$ cat config.mk
export PLATFORM = sky130hd
export DESIGN_NAME = nxpc_unit
export DESIGN_NICKNAME = d
export VERILOG_FILES = /design/src/rtl/nxpc_pkg.sv /design/src/rtl/nxpc_cond.sv /design/src/rtl/nxpc_select.sv /design/src/rtl/nxpc_pc_reg.sv /design/src/rtl/nxpc_unit.sv
export SDC_FILE = /design/constraint.sdc
export NUM_CORES = 1
export LEC_CHECK = 0
export ABC_CLOCK_PERIOD_IN_PS = 4600
export BUFFER_PORTS_ARGS = -buffer_cell sky130_fd_sc_hd__buf_2
export CELL_PAD_IN_SITES_DETAIL_PLACEMENT = 0
export CELL_PAD_IN_SITES_GLOBAL_PLACEMENT = 1
export CORE_UTILIZATION = 26
export DETAILED_ROUTE_END_ITERATION = 8
export GPL_TIMING_DRIVEN = 0
export PLACE_DENSITY = 0.91
export SLEW_MARGIN = 0
export SYNTH_ARGS = -nofsm -noshare
export SYNTH_HDL_FRONTEND = slang
export SYNTH_SLANG_ARGS = --single-unit
$ cat constraint.sdc
create_clock -name clk -period 4.6 [get_ports clk]
set_input_delay 0.92 -clock clk [delete_from_list [all_inputs] [get_ports clk]]
set_output_delay 0.92 -clock clk [all_outputs]
set_load 0.05 [all_outputs]
$ cat src/rtl/nxpc_pkg.sv
package nxpc_pkg;

    typedef enum logic [3:0] {
        IC_NOP   = 4'h0,
        IC_HALT  = 4'h1,
        IC_RRMOV = 4'h2,
        IC_IRMOV = 4'h3,
        IC_RMMOV = 4'h4,
        IC_MRMOV = 4'h5,
        IC_ALU   = 4'h6,
        IC_JXX   = 4'h7,
        IC_CALL  = 4'h8,
        IC_RET   = 4'h9,
        IC_PUSH  = 4'hA,
        IC_POP   = 4'hB
    } icode_e;

    typedef enum logic [2:0] {
        JC_ALWAYS = 3'd0,
        JC_LE     = 3'd1,
        JC_LT     = 3'd2,
        JC_EQ     = 3'd3,
        JC_NE     = 3'd4,
        JC_GE     = 3'd5,
        JC_GT     = 3'd6
    } jcond_e;

    typedef struct packed {
        logic zf;
        logic sf;
        logic of;
    } flags_t;

    typedef enum logic [1:0] {
        SK_NONE = 2'd0,
        SK_PUSH = 2'd1,
        SK_POP  = 2'd2
    } stk_op_e;

    typedef enum logic [1:0] {
        SRC_FALL = 2'd0,
        SRC_DEST = 2'd1,
        SRC_POP  = 2'd2,
        SRC_HOLD = 2'd3
    } pc_src_e;

    function automatic logic cond_holds(input logic [3:0] fn, input flags_t f);
        logic lt;
        lt = f.sf ^ f.of;
        if (fn[3])
            return 1'b0;
        case (jcond_e'(fn[2:0]))
            JC_ALWAYS: return 1'b1;
            JC_LE:     return lt | f.zf;
            JC_LT:     return lt;
            JC_EQ:     return f.zf;
            JC_NE:     return ~f.zf;
            JC_GE:     return ~lt;
            JC_GT:     return ~lt & ~f.zf;
            default:   return 1'b0;
        endcase
    endfunction

endpackage

$ cat src/rtl/nxpc_cond.sv
module nxpc_cond
    import nxpc_pkg::*;
(
    input  logic [3:0] ifun_i,
    input  flags_t     flags_i,
    output logic       met_o
);
    always_comb begin
        met_o = cond_holds(ifun_i, flags_i);
    end
endmodule

$ cat src/rtl/nxpc_select.sv
module nxpc_select
    import nxpc_pkg::*;
#(
    parameter int AW        = 32,
    parameter int STK_BYTES = 4
) (
    input  logic [3:0]    icode_i,
    input  logic          cond_i,
    input  logic          halted_i,
    output pc_src_e       src_o,
    output stk_op_e       stk_o,
    output logic          is_halt_o,
    output logic          is_call_o,
    output logic [AW-1:0] adj_o
);
    localparam logic [AW-1:0] ADJ_UP   = AW'(STK_BYTES);
    localparam logic [AW-1:0] ADJ_DOWN = ~ADJ_UP + AW'(1);

    always_comb begin
        src_o     = SRC_FALL;
        stk_o     = SK_NONE;
        is_halt_o = 1'b0;
        is_call_o = 1'b0;
        if (halted_i) begin
            src_o = SRC_HOLD;
        end else begin
            case (icode_e'(icode_i))
                IC_HALT: begin
                    src_o     = SRC_HOLD;
                    is_halt_o = 1'b1;
                end
                IC_JXX:  src_o = cond_i ? SRC_DEST : SRC_FALL;
                IC_CALL: begin
                    src_o     = SRC_DEST;
                    stk_o     = SK_PUSH;
                    is_call_o = 1'b1;
                end
                IC_RET: begin
                    src_o = SRC_POP;
                    stk_o = SK_POP;
                end
                IC_PUSH: stk_o = SK_PUSH;
                IC_POP:  stk_o = SK_POP;
                default: src_o = SRC_FALL;
            endcase
        end
    end

    always_comb begin
        case (stk_o)
            SK_PUSH: adj_o = ADJ_DOWN;
            SK_POP:  adj_o = ADJ_UP;
            default: adj_o = '0;
        endcase
    end
endmodule

$ cat src/rtl/nxpc_pc_reg.sv
module nxpc_pc_reg #(
    parameter int AW = 32,
    parameter logic [AW-1:0] RESET_PC = '0
) (
    input  logic          clk,
    input  logic          rst,
    input  logic          step_i,
    input  logic          halt_i,
    input  logic [AW-1:0] next_i,
    output logic [AW-1:0] pc_o,
    output logic          halted_o
);
    always_ff @(posedge clk) begin
        if (rst) begin
            pc_o     <= RESET_PC;
            halted_o <= 1'b0;
        end else if (step_i && !halted_o) begin
            pc_o <= next_i;
            if (halt_i)
                halted_o <= 1'b1;
        end
    end
endmodule

$ cat src/rtl/nxpc_unit.sv
module nxpc_unit
    import nxpc_pkg::*;
#(
    parameter int AW        = 32,
    parameter int STK_BYTES = 4
) (
    input  logic          clk,
    input  logic          rst,
    input  logic          step_i,
    input  logic [3:0]    icode_i,
    input  logic [3:0]    ifun_i,
    input  logic          zf_i,
    input  logic          sf_i,
    input  logic          of_i,
    input  logic [AW-1:0] dest_i,
    input  logic [AW-1:0] fall_pc_i,
    input  logic [AW-1:0] pop_val_i,
    output logic [AW-1:0] pc_o,
    output logic [AW-1:0] next_pc_o,
    output logic          taken_o,
    output logic [AW-1:0] ret_addr_o,
    output logic          push_o,
    output logic          pop_o,
    output logic [AW-1:0] sp_adj_o,
    output logic          halted_o
);
    flags_t  flags;
    logic    cond_met;
    pc_src_e src;
    stk_op_e stk;
    logic    is_halt;
    logic    is_call;

    assign flags = '{zf: zf_i, sf: sf_i, of: of_i};

    nxpc_cond u_cond (
        .ifun_i  (ifun_i),
        .flags_i (flags),
        .met_o   (cond_met)
    );

    nxpc_select #(.AW(AW), .STK_BYTES(STK_BYTES)) u_sel (
        .icode_i   (icode_i),
        .cond_i    (cond_met),
        .halted_i  (halted_o),
        .src_o     (src),
        .stk_o     (stk),
        .is_halt_o (is_halt),
        .is_call_o (is_call),
        .adj_o     (sp_adj_o)
    );

    always_comb begin
        case (src)
            SRC_DEST: next_pc_o = dest_i;
            SRC_POP:  next_pc_o = pop_val_i;
            SRC_HOLD: next_pc_o = pc_o;
            default:  next_pc_o = fall_pc_i;
        endcase
    end

    assign taken_o    = (src == SRC_DEST) || (src == SRC_POP);
    assign push_o     = (stk == SK_PUSH);
    assign pop_o      = (stk == SK_POP);
    assign ret_addr_o = is_call ? fall_pc_i : '0;

    nxpc_pc_reg #(.AW(AW)) u_pc (
        .clk      (clk),
        .rst      (rst),
        .step_i   (step_i),
        .halt_i   (is_halt),
        .next_i   (next_pc_o),
        .pc_o     (pc_o),
        .halted_o (halted_o)
    );
endmodule

==> run summary, run 1 <==
## Setup path
• Required @ worst endpoint: 3.68 ns
• capturing point of the worst reg2reg path: u_pc.pc_o[27]
• length in cells of the worst reg-to-reg path: 9
• Reg2Reg Setup Slack: 2.19 ns
• arrival time of data at the critical path endpoint: 3.35 ns
• reg2reg start: u_pc.halted_o
• critical-path maximum fanout: 10
• sort of element at the end of the critical path: primary output
• type of the setup path with the least slack: in -> out
• crit start category: primary input

## Route
• Post-route DRC: 0
• violation count after the first detailed-route iteration: 76
• post-DR wirelength/cell: 14.4 um
• via count: 3253
• WL final: 9980 um
• number of nets with antenna violations after detailed routing: 0
• 1st-pass router iterations: 4
• average vias per placed instance: 4.68

## Logic synthesis
• compound-cell area share of the yosys netlist: 34.8%
• synthesized area: 0.00257 mm2
• Gate Count Post-Synth: 318
• simple-gate share of the synthesized area: 19.7%
• Most used DFF post-synth: dfxtp_1
• multiplexer area fraction after synthesis: 1.22%
• XOR/XNOR Fraction of Synth Area: 0.681%
• post-synthesis register bit count: 33
• sequential fraction of the synthesis area: 25.7%
• Yosys warning count: 0
• post-synthesis cell type count: 28
• Avg Cell Area, Syn: 8.09 um2
• number of enable flip-flop cells after synthesis: 0
• arithmetic-cell share of the synthesized area counting full adders, half adders and majority gates: 2.92%
• largest family of logic cells by synthesized area: compound AO/OA/AOI/OAI gates
• fraction of registers with async set/reset: 0%

## Floorplan
• Die Ht: 101 um
• total number of placement rows: 35
• Core Region: 0.00942 mm2
• starting density of the core: 27.3%
• horizontal extent of the die: 101 um
• area of the die: 0.0103 mm2
• number of placed I/O pins: 242

## Run
• maximum capacitance violations: 0

## Placement
• post-detail-place hpwl: 8020 um
• placed standard-cell area: 0.00393 mm2
• GPL Wtd Cong: 0.774
• Buffers on Ports: 239
• Inst Count DP: 687

## Timing
• unrepaired setup endpoints after global routing: false
• peak clock frequency supported by timing: 234 MHz
• TNS Setup: 0 ns
• setup violation total in the final timing report: 0
• Min Hold Slack: 0.500 ns
• Hold Fails Final Rpt: 0
• minimum clock period after layout: 4.27 ns
• actual slew at the worst max-slew pin: 0.885 ns
• share of the clock period used by the worst path: 92.8%
• worst clock skew: 0.00599 ns
• final-report max-slew violation count: 0
• remaining max-slew budget at the tightest pin: 41.0%

## Clocking
• post-CTS sizing: 0
• clock insertion delay at the later pin of the skew report: 0.28 ns
• maximum level of the CTS H-tree: 2
• number of buffers on the longest clock path: 2
• hold buffer count at CTS: 0
• Num CTS Buffers: 5
• total clock sinks: 33
• clock tree from TritonCTS: built
• clk root buf: clkbuf_8
• post-CTS setup buffer count: 0
• Clk pin slew, worst setup/hold paths: 0.08 ns

## GRT
• initial antenna violation count: 0
• global routing usage summed across all routing layers: 18.6%
• grt total ovfl: 0
• maximum number of pins on one net before global-route repair: 31
• first-pass GRT wire length: 14800 um
• vias in the first global route: 2962

## Cells and area
• Non-Filler Instances: 695
• Filler Cell Count: 951
• footprint of the multi-input gates: 0.00153 mm2
• sequential standard cell area: 661 um2
• number of nets in the final layout: 681
• ratio of cells with drive above 1 in the final layout: 55.1%
• summed area of non-filler cells in the final layout: 0.00402 mm2
• number of diodes: 0
• area growth from synthesis to layout: 56.3%

## Pwr
• power per cell area: 296 mW/mm2
• PnR Total Power: 1.19 mW
• reported leakage power: 2.20 nW
• worst voltage drop across the vdd grid: 0.000147 V

## Worst hold path
• WHS Path Cells: 1
• Hold/Removal Path Class: reg -> reg
• worst hold path endpoint: u_pc.pc_o[22]
• startpoint of the most critical hold path: u_pc.pc_o[22]

## Run status
• status: completed

[cell families (layout without fill, tap and decap cells)]
logic type,after synthesis,count (layout)
AOI/OAI and AO/OA,136,136
and+or+nand+nor,75,75
buffers and inverters,62,309
DFF,33,33
adders and majority gates,6,6
muxes,3,3
xor gates and xnor gates,2,2
other,1,2
[area by class of cell]
class | instances | share of cell area (%)
multi-input cells | 224 | 38.2
repair buffers | 239 | 29.8
flip-flops and latches | 33 | 16.4
plain buffers | 57 | 9.06
well taps | 129 | 4.02
clock buffers | 6 | 1.81
inverters | 5 | 0.467
clock inverters | 2 | 0.249
[worst max path at each step]
stage / start / endpoint / cells after the start
final: icode_i[0] / next_pc_o[2] / 10
after floorplan: icode_i[0] / next_pc_o[0] / 8
after detailed placement: of_i / next_pc_o[2] / 9
after global placement: of_i / next_pc_o[23] / 9
after CTS: of_i / next_pc_o[2] / 9
after global routing: icode_i[0] / next_pc_o[2] / 10
[critical path: stages]
cell,delay (ns)
buf_2,0.14
xor2_1,0.18
a211oi_1,0.31
a22o_1,0.21
ha_1,0.15
clkbuf_1,0.37
clkbuf_1,0.42
a21oi_1,0.09
a21oi_1,0.25
buf_2,0.31
[per-layer routing]
| layer | track usage (%) | vias to the layer above | routed length (um) |
|---|---|---|---|
| met1 | 22.4 | 1493 | 4210 |
| met5 | 0 | - | 0 |
| li1 | - | 1605 | - |
| met3 | 3.45 | 2 | 679 |
| met4 | 3.79 | 0 | 38 |
| met2 | 34.4 | 153 | 5050 |
[sequential cells by signal (all words and copies together), names as in the netlist]
signal,cells
u_pc.halted_o,1
u_pc.pc_o,32
[cells in the mapped netlist (all sizes together), types with 2 or more instances]
cell type	number	area [um2]
a21oi	67	335
a22o	33	289
a22oi	33	248
and2	33	238
buf	36	283
clkbuf	21	78.8
dfxtp	33	661
ha	6	75.1
inv	5	18.8
mux2i	2	20.0
nor2	4	22.5
nor2b	33	206
[report_power, final]
part           internal (mW)  switching, mW  leakage, nW  total, mW
registers              0.311         0.0193        0.272      0.330
logic                  0.180          0.459         1.88      0.640
clock network          0.105          0.112       0.0450      0.217
total                  0.596          0.591         2.20       1.19
[per-stage QoR]
step                      setup slack, ns  util (%)
after floorplan                     0.589         -
after global placement              0.290      41.8
after detailed placement            0.209      41.8
after CTS                           0.183      42.6
after global routing               0.0350      42.7
final                               0.332      42.7
[cells in the final DEF, fill, tap and decap left out, types with 2 or more instances in the layout]
master	count
inv_1	5
dfxtp_1	33
nor2b_1	33
conb_1	2
a22o_1	33
buf_4	31
and2_2	25
and2_1	8
nor2_1	3
buf_2	240
ha_1	6
buf_6	4
clkbuf_2	2
clkbuf_1	20
clkinv_2	2
a22oi_1	33
a21oi_1	67
clkbuf_8	5
mux2i_1	2
Note: power is estimated with default switching activity, not from simulation.
==> inputs of run 2 (changes only) <==
--- a/config.mk
+++ b/config.mk
@@ -5,6 +5,7 @@
 export SDC_FILE = /design/constraint.sdc
 export NUM_CORES = 1
 export LEC_CHECK = 0
+export ABC_AREA = 1
 export ABC_CLOCK_PERIOD_IN_PS = 4600
 export BUFFER_PORTS_ARGS = -buffer_cell sky130_fd_sc_hd__buf_2
 export CELL_PAD_IN_SITES_DETAIL_PLACEMENT = 0
==> run 2 against run 1 <==
Against the previous run:
- hold slack improved by 0.036 ns
- sequential share of layout area fell by 1.4 points
- total power grew 10%
- combinational power increased by 7.5%
- non-clock buffer count grew 1
- critical path depth unchanged
- worst setup slack improved by 0.52 ns
- cell area is 9.6% higher
- register-to-register slack gained 0.48 ns
- sequential power is essentially flat
- synthesized cell count grew 57%
==> run summary, run 2 <==
## Run
• maximum capacitance violations: 0

## Route
• WL final: 11500 um
• number of nets with antenna violations after detailed routing: 0
• average vias per placed instance: 4.24
• post-DR wirelength/cell: 13.0 um
• violation count after the first detailed-route iteration: 155
• Post-route DRC: 0
• via count: 3766
• 1st-pass router iterations: 4

## Logic synthesis
• number of enable flip-flop cells after synthesis: 0
• share of the synthesized area in the top cell type: 22.8%
• synthesized area: 0.00291 mm2
• Yosys warning count: 0
• count leader, synth: nand2_1
• Synth top cells by count: nand2_1, inv_1, buf_4
• Gate Count Post-Synth: 500
• post-synthesis cell type with the largest combined area: nand2_1
• post-synthesis register bit count: 33
• Synth area leaders: nand2_1, dfxtp_1, inv_1
• post-synthesis cell type count: 22
• Avg Cell Area, Syn: 5.83 um2
• Most used DFF post-synth: dfxtp_1
• sequential fraction of the synthesis area: 22.7%
• fraction of registers with async set/reset: 0%

## Clocking
• Clk pin slew, worst setup/hold paths: 0.07 ns
• clock insertion delay at the later pin of the skew report: 0.28 ns
• post-CTS sizing: 0
• maximum level of the CTS H-tree: 2
• hold buffer count at CTS: 0
• number of buffers on the longest clock path: 2
• post-CTS setup buffer count: 0
• clk root buf: clkbuf_8
• Num CTS Buffers: 5
• total clock sinks: 33
• clock tree from TritonCTS: built

## Pwr
• fraction of power spent switching nets: 48.9%
• power per cell area: 297 mW/mm2
• worst voltage drop across the vdd grid: 0.000122 V
• part of the power in the clock network: 22.0%
• internal power consumption: 0.669 mW
• sequential group share of total power: 25.5%
• reported leakage power: 2.80 nW
• PnR Total Power: 1.31 mW
• share of power burned in combinational logic: 52.6%
• switching power: 0.641 mW

## GRT
• global routing usage summed across all routing layers: 18.8%
• first-pass GRT wire length: 17000 um
• maximum number of pins on one net before global-route repair: 31
• initial antenna violation count: 2
• grt total ovfl: 0
• vias in the first global route: 3251

## Cells and area
• commonest non-fill, non-tap cells in the layout: buf_2, nand2_1, inv_1, buf_4, a21oi_1
• flip-flop count of the largest register, all copies and words added: 32
• Layout Utilization: 40.5%
• ratio of cells with drive above 1 in the final layout: 44.9%
• area growth from synthesis to layout: 51.2%
• registers with the most flip-flops: u_pc.pc_o x32, u_pc.halted_o x1
• commonest non-fill, non-tap cell in the layout: buf_2
• register name with the most flops: u_pc.pc_o
• number of diodes: 0
• Non-Filler Instances: 888
• number of nets in the final layout: 863
• Filler Cell Count: 1241

## Timing
• unrepaired setup endpoints after global routing: false
• share of the clock period used by the worst path: 81.5%
• remaining max-slew budget at the tightest pin: 37.4%
• final-report max-slew violation count: 0
• setup violation total in the final timing report: 0
• minimum clock period after layout: 3.75 ns
• post-layout worst setup margin: 0.851 ns
• actual slew at the worst max-slew pin: 0.940 ns
• Hold Fails Final Rpt: 0
• peak clock frequency supported by timing: 267 MHz
• TNS Setup: 0 ns
• worst clock skew: 0.00375 ns

## Run status
• status: completed

## Setup path
• Reg2Reg Setup Slack: 2.67 ns
• start point of the critical path: icode_i[3]
• reg2reg start: u_pc.halted_o
• type of the setup path with the least slack: in -> out
• length in cells of the worst reg-to-reg path: 9
• sort of element at the end of the critical path: primary output
• critical-path maximum fanout: 10
• crit start category: primary input
• capturing point of the worst reg2reg path: u_pc.pc_o[27]
• arrival time of data at the critical path endpoint: 2.83 ns
• Required @ worst endpoint: 3.68 ns

## Worst hold path
• startpoint of the most critical hold path: u_pc.pc_o[30]
• Hold/Removal Path Class: reg -> reg
• WHS Path Cells: 2
• worst hold path endpoint: u_pc.pc_o[30]

## Floorplan
• Die Ht: 108 um
• horizontal extent of the die: 108 um
• starting density of the core: 26.8%
• Core Region: 0.0109 mm2
• total number of placement rows: 38
• area of the die: 0.0116 mm2
• number of placed I/O pins: 242

## Placement
• GPL Wtd Cong: 0.777
• Inst Count DP: 880
• post-place setup slack: 0.829 ns
• post-detail-place hpwl: 9230 um
• Buffers on Ports: 239

[run 2: cell count changes after synthesis, sizes merged, moves of 31 or more]
cell,delta
and2,-33
inv,+76
o21ai,+32
nand2,+178
nor2,+32
a22oi,-33
a21oi,-31
nor2b,-33
o22ai,+32
a22o,-33
[run 2: logic make-up (layout without fill, tap and decap cells)]
kind of cell,after synthesis,count (layout),share of synthesized area (%)
fa+ha+maj,6,6,2.58
buf+inv,139,386,24.1
flops,33,33,22.7
compound gates,100,100,18.6
simple gates,221,221,32.0
other cells,1,2,0.129
[run 2: critical path, cell delays in order]
cell     delay, ns
buf_2         0.12
nor4_1        0.35
a21oi_1       0.17
ha_1          0.23
inv_2         0.17
buf_2         0.31
nand2_1       0.09
o22ai_1       0.20
inv_1         0.06
buf_2         0.21
[run 2: per-layer routing]
metal | GRT usage [%] | share of wire, %
met1 | 23.1 | 45
met2 | 33.8 | 49
met3 | 4.30 | 6.2
met4 | 2.64 | 0.30
met5 | 0 | 0.17
[run 2: cell type report]
cell class	instances	area, um2	area share, %
multi-input cells	329	1550	35.3
repair buffers	239	1200	27.2
flip-flops and latches	33	661	15.0
plain buffers	58	398	9.03
inverters	81	304	6.90
well taps	140	175	3.98
clock buffers	7	86.3	1.96
clock inverters	1	30.0	0.682
[run 2: per-stage QoR]
step           hold WS [ns]  cell area [um2]
2_1_floorplan         0.744             2920
5_1_grt               0.555             4400
6_report              0.536             4400
3_3_place_gp          0.519             4290
4_1_cts               0.536             4400
3_5_place_dp          0.526             4290
[run 2: power by group through the flow]
stage | logic (mW) | registers (mW) | clock network (mW)
floorplan | 0.410 | 0.430 | 0
global placement | 0.690 | 0.338 | 0
detailed placement | 0.692 | 0.339 | 0
CTS | 0.693 | 0.333 | 0.300
global route | 0.736 | 0.337 | 0.310
finish | 0.688 | 0.333 | 0.288
[run 2: worst max path at each step]
stage / to / slack [ns] / depth (start not counted)
floorplan: sp_adj_o[10] / 1.12 / 5
global placement: next_pc_o[27] / 0.80 / 10
detailed placement: next_pc_o[27] / 0.83 / 10
CTS: next_pc_o[23] / 0.81 / 10
global route: next_pc_o[23] / 0.61 / 14
finish: next_pc_o[23] / 0.85 / 10
